[config.mk]
export PLATFORM = sky130hd
export DESIGN_NAME = irq_status_agg
export DESIGN_NICKNAME = d
export VERILOG_FILES = /design/src/rtl/irq_agg_pkg.sv /design/src/rtl/irq_req_latch.sv /design/src/rtl/irq_ctrl_reg.sv /design/src/rtl/irq_read_mux.sv /design/src/rtl/irq_status_agg.sv
export SDC_FILE = /design/constraint.sdc
export NUM_CORES = 1
export LEC_CHECK = 0
export ABC_AREA = 1
export CORE_AREA = 2 2 39 41
export DETAILED_ROUTE_END_ITERATION = 12
export DIE_AREA = 0 0 41 43
export PLACE_DENSITY = 0.86
export REMOVE_ABC_BUFFERS = 1
export SYNTH_ARGS = -nofsm -noshare
export SYNTH_HDL_FRONTEND = slang
export SYNTH_SLANG_ARGS = --single-unit
[constraint.sdc]
create_clock -name clk -period 2.5 [get_ports clk]
set_input_delay 0.75 -clock clk [delete_from_list [all_inputs] [get_ports clk]]
set_output_delay 0.75 -clock clk [all_outputs]
set_load 0.02 [all_outputs]
[src/rtl/irq_agg_pkg.sv]
package irq_agg_pkg;
  localparam int ADDR_W    = 4;
  localparam int DATA_W    = 8;
  localparam int N_LATCH   = 4;
  localparam int SEL_BIT   = 5;
  localparam logic [ADDR_W-1:0] SHARED_OFS = 4'hF;

  // acknowledge offset of latched source idx: 0x1, 0x5, 0x9, 0xD
  function automatic logic [ADDR_W-1:0] ack_offset(input int idx);
    return ADDR_W'(4 * idx + 1);
  endfunction

  // place latched flags and the dio level into the status byte
  function automatic logic [DATA_W-1:0] pack_status(input logic [N_LATCH-1:0] f,
                                                     input logic dio);
    logic [DATA_W-1:0] s;
    s    = '0;
    s[0] = f[0];
    s[1] = f[1];
    s[2] = f[2];
    s[3] = dio;
    s[4] = f[3];
    return s;
  endfunction
endpackage

[src/rtl/irq_req_latch.sv]
module irq_req_latch (
  input  logic clk,
  input  logic rst_n,
  input  logic set_i,
  input  logic ack_i,
  output logic flag_o
);
  always_ff @(posedge clk) begin
    if (!rst_n)     flag_o <= 1'b0;
    else if (set_i) flag_o <= 1'b1;
    else if (ack_i) flag_o <= 1'b0;
  end

  p_set_r2: assert property (@(posedge clk) disable iff (!rst_n)
    set_i |=> flag_o);
  p_hold_r2: assert property (@(posedge clk) disable iff (!rst_n)
    (flag_o && !ack_i) |=> flag_o);
  p_clear_r3: assert property (@(posedge clk) disable iff (!rst_n)
    (ack_i && !set_i) |=> !flag_o);
endmodule

[src/rtl/irq_ctrl_reg.sv]
module irq_ctrl_reg
  import irq_agg_pkg::*;
(
  input  logic              clk,
  input  logic              rst_n,
  input  logic              wr_i,
  input  logic [DATA_W-1:0] wdata_i,
  output logic [DATA_W-1:0] ctrl_o
);
  always_ff @(posedge clk) begin
    if (!rst_n)    ctrl_o <= '0;
    else if (wr_i) ctrl_o <= wdata_i;
  end

  p_keep_r7: assert property (@(posedge clk) disable iff (!rst_n)
    !wr_i |=> $stable(ctrl_o));
endmodule

[src/rtl/irq_read_mux.sv]
module irq_read_mux
  import irq_agg_pkg::*;
(
  input  logic [ADDR_W-1:0] addr_i,
  input  logic              sel_i,
  input  logic [DATA_W-1:0] status_i,
  input  logic [DATA_W-1:0] ext_i,
  output logic [DATA_W-1:0] rdata_o
);
  always_comb begin
    rdata_o = '0;
    if (addr_i == SHARED_OFS) rdata_o = sel_i ? status_i : ext_i;
  end
endmodule

[src/rtl/irq_status_agg.sv]
module irq_status_agg
  import irq_agg_pkg::*;
(
  input  logic              clk,
  input  logic              rst_n,
  input  logic              bus_rd,
  input  logic              bus_wr,
  input  logic [ADDR_W-1:0] bus_addr,
  input  logic [DATA_W-1:0] bus_wdata,
  output logic [DATA_W-1:0] bus_rdata,
  input  logic [1:0]        cnv_in_done,
  input  logic [1:0]        cnv_out_done,
  input  logic              dio_irq,
  input  logic [DATA_W-1:0] out1_stat,
  output logic              host_irq
);
  logic [N_LATCH-1:0] src_pulse, ack_hit, flags;
  logic [DATA_W-1:0]  ctrl, status;
  logic               ctrl_wr, status_sel;

  assign src_pulse  = {cnv_out_done[1], cnv_out_done[0], cnv_in_done[1], cnv_in_done[0]};
  assign ctrl_wr    = bus_wr && (bus_addr == SHARED_OFS);
  assign status_sel = ctrl[SEL_BIT];

  for (genvar i = 0; i < N_LATCH; i++) begin : g_src
    assign ack_hit[i] = bus_rd && (bus_addr == ack_offset(i));
    irq_req_latch u_latch (
      .clk(clk), .rst_n(rst_n), .set_i(src_pulse[i]),
      .ack_i(ack_hit[i]), .flag_o(flags[i])
    );
  end

  irq_ctrl_reg u_ctrl (
    .clk(clk), .rst_n(rst_n), .wr_i(ctrl_wr), .wdata_i(bus_wdata), .ctrl_o(ctrl)
  );

  assign status   = pack_status(flags, dio_irq);
  assign host_irq = |status[4:0];

  irq_read_mux u_mux (
    .addr_i(bus_addr), .sel_i(status_sel), .status_i(status),
    .ext_i(out1_stat), .rdata_o(bus_rdata)
  );

  // the line is high only with a latched flag or the dio level behind it
  p_irq_src_r6: assert property (@(posedge clk) disable iff (!rst_n)
    host_irq |-> ((|flags) || dio_irq));
  // a pulse always raises the line in the next cycle
  p_irq_rise_r6: assert property (@(posedge clk) disable iff (!rst_n)
    (|src_pulse) |=> host_irq);
  // upper status bits never show on the bus
  p_upper_zero_r8: assert property (@(posedge clk) disable iff (!rst_n)
    (bus_addr == SHARED_OFS && status_sel) |-> bus_rdata[7:5] == 3'b000);
  // a read of a non-acknowledge offset leaves every flag set
  p_no_clear_r10: assert property (@(posedge clk) disable iff (!rst_n)
    (bus_rd && ack_hit == '0) |=> ((flags & $past(flags)) == $past(flags)));
  // other offsets read as zero
  p_other_zero_r7: assert property (@(posedge clk) disable iff (!rst_n)
    (bus_addr != SHARED_OFS) |-> bus_rdata == '0);
endmodule

==> flow_summary.yaml <==
clock_tree:
  clockBufferDepth: 2
  clk_pin_slew_worst_paths_ns: 0.04
  cts_root_buf: "clkbuf_4"
  cts.htree.levels: 1
  cts_buffers: 3
  cts.sinks: 5
  clk_latency_ns: 0.25
  cts_tree: "yes"
  cts_hold_buf: 0
power_and_ir_drop:
  vdd_drop_max_mv: 0.187
  p_leak_uw: 0.000414
  p_seq_share_pct: 34.2
  cellInternalPower_uw: 189
  swShare_pct: 27.2
  pwr-share-comb_pct: 27.9
  power_frac_clock_pct: 38.0
  p_switching_uw: 70.8
  powerDensity_nw_per_um2: 350
global_route:
  globalRouteTotalUtil_pct: 14.7
  grt_busiest_layer: "met2"
  grt_pass1_vias: 464
  grt_antenna_before_repair: 0
  grt_util_met1_pct: 15.1
  grt_pass1_wl_um: 1670
  grt_overflow: 0
  grt_util_met2_pct: 22.2
  grt_max_degree: 10
  met3_usage_pct: 8.38
layout:
  drive_gt1_share_pct: 26.3
  nets: 129
  multi_input_area_um2: 256
  num_antenna_cells: 0
  syn2layout_area_growth_pct: 87.4
  stdcell_count: 115
  final_area_um2: 743
  seq_area_um2: 100
  fillCellCount: 137
timing:
  finClkSkew_ns: 0
  max-slew-margin-rel_pct: 77.4
  finalHoldViolCount: 0
  fmax_mhz: 414
  grt_setup_unrepaired: "false"
  worstMarginPinSlew_ns: 0.338
  hold_ws_ns: 0.479
  fin_crit_ns: 2.41
  maxSlewViolCount: 0
  setup_ws_ns: 0.0857
  post-route-period-util_pct: 96.6
  setup_violations: 0
die:
  die_y_um: 43
  dieWidth_um: 41
  dieArea_um2: 1760
  initial_core_util_pct: 28.7
  core-area_um2: 1380
  rows: 14
  ioPinCount: 38
setup_path:
  reg2reg_depth: 2
  required_ns: 1.75
  rrSetupSlack_ns: 1.70
  critPathLaunch: "dio_irq"
  crit_chain: "clkdlybuf4s50_1 > mux2_2 > nand2_1 > inv_1 > buf_2"
  critPathMaxFanout: 2
  crit_path_end_kind: "output pin"
  r2r-start: "u_ctrl.ctrl_o[5]"
  cp_num_buf_inv: 3
  crit_arrival_ns: 1.66
  cp-start-kind: "input pin"
  r2r_end: "u_ctrl.ctrl_o[5]"
  critical-path-slowest-cell: "clkdlybuf4s50_1"
  critPathKind: "input pin to output pin"
  cp_top_family: "buffers and inverters"
  slowest_delay_ns: 0.42
placement:
  placedCellCount: 109
  dp_hpwl_um: 803
  portBuffers: 30
  preCtsSetupSlack_ns: -0.571
  routabilityCongestion: 0.677
  placed_cell_area_um2: 728
synthesis:
  ys_seq_area_share_pct: 25.2
  yosysWarningCount: 0
  synth_top_area_share_pct: 25.2
  syn_area_um2: 397
  syn_avg_cell_area_um2: 6.50
  synthArstFlopShare_pct: 0
  netlist_top_cells_area: "dfxtp_1 (25%), nand2_1 (16%), mux2_2 (14%), inv_1 (13%), nor2_1 (5.7%)"
  ys_ff_latch: 5
  synth_edf_count: 0
  yosysUniqueCellTypes: 13
  synth_top_area_cell: "dfxtp_1"
  synth.most_common_cell: "nand2_1"
  ys_top_cells_by_count: "nand2_1 (17), inv_1 (14), nor2_1 (6)"
  synth_cells: 61
  ys.flop_type: "dfxtp_1"
route:
  wl_per_cell_um: 9.22
  ant_nets: 0
  avgViaCountPerCell: 4.26
  vias: 490
  wirelength_um: 1060
  drc: 0
  first_iter_violations: 2
  drt-pass1-iter-count: 2
min_path:
  whs_path_depth: 2
  holdCritPathClass: "flop to flop"
  min_from: "g_src[0].u_latch.flag_o"
  whs_endpoint: "g_src[0].u_latch.flag_o"
outcome:
  outcome: "completed"
job:
  drv_cap: 0
[repair_timing]
action                     CTS  global route
setup buffers                1             0
gates resized for setup     38             4
cloned                       1             0
pin swaps                    2             0
setup endpoints to repair    9             4
[routing by layer]
layer,routed length (um),up-vias
li1,-,262
met1,430,205
met2,511,20
met3,93,3
met4,24,0
met5,0,-
[area by class of cell]
class	instances	area share, %
clock buffers	4	3.54
repair buffers	34	38.7
well taps	16	2.69
flip-flops and latches	5	13.5
multi-input cells	42	34.5
inverters	14	7.07
[through the flow]
| step | total power (uW) | utilization, % | TNS (ns) |
|---|---|---|---|
| 2_1_floorplan | 116 | - | 0 |
| 3_3_place_gp | 162 | 52.6 | -4.30 |
| 3_5_place_dp | 163 | 52.6 | -4.45 |
| 4_1_cts | 266 | 55.0 | 0 |
| 5_1_grt | 277 | 53.7 | 0 |
| 6_report | 260 | 53.7 | 0 |
[worst reg2reg max path: stages, from the launching register on]
cell and delay, ns:
dfxtp_1 0.51, nand2_1 0.11, a21oi_2 0.11
[power groups by stage]
stage,Combinational [uW],Clock (uW),Sequential (uW)
after floorplan,26.4,0,89.1
after global placement,71.5,0,90.2
after detailed placement,72.5,0,90.4
after CTS,73.4,104,89.0
after global routing,79.6,108,89.7
final,72.5,98.7,88.9
[cell families (layout without fill, tap and decap cells)]
| kind of cell | after synthesis | in the layout | synth area share, % |
|---|---|---|---|
| buffers and inverters | 15 | 52 | 16.1 |
| muxes | 5 | 5 | 14.2 |
| and+or+nand+nor | 31 | 32 | 37.2 |
| AOI/OAI and AO/OA | 5 | 5 | 7.26 |
| DFF | 5 | 5 | 25.2 |
[how the worst max path moves through the flow]
| stage | to | slack [ns] | depth (start not counted) |
|---|---|---|---|
| 6_report | bus_rdata[3] | 0.09 | 5 |
| 3_5_place_dp | bus_rdata[5] | -0.57 | 6 |
| 4_1_cts | bus_rdata[4] | 0.007 | 5 |
| 3_3_place_gp | bus_rdata[5] | -0.55 | 6 |
| 5_1_grt | host_irq | 0.002 | 4 |
| 2_1_floorplan | bus_rdata[5] | 0.37 | 4 |
[placed cells by master, fill, tap and decap left out]
cell / count
clkdlybuf4s50_1: 17
nand2_1: 16
inv_1: 14
buf_2: 7
nor2_1: 6
mux2_2: 5
dfxtp_1: 5
buf_4: 5
nand3_1: 4
a21oi_1: 4
dlygate4sd2_1: 4
clkbuf_4: 3
nand2_4: 2
nor2_8: 1
nor3_1: 1
nand3_2: 1
a21oi_2: 1
clkbuf_1: 1
nor2_4: 1
clkdlybuf4s15_1: 1
[state kept, by name (all words and copies together), names as in the netlist]
name	count
g_src.u_latch.flag_o	4
u_ctrl.ctrl_o	1
(Power assumes the default switching activity.)
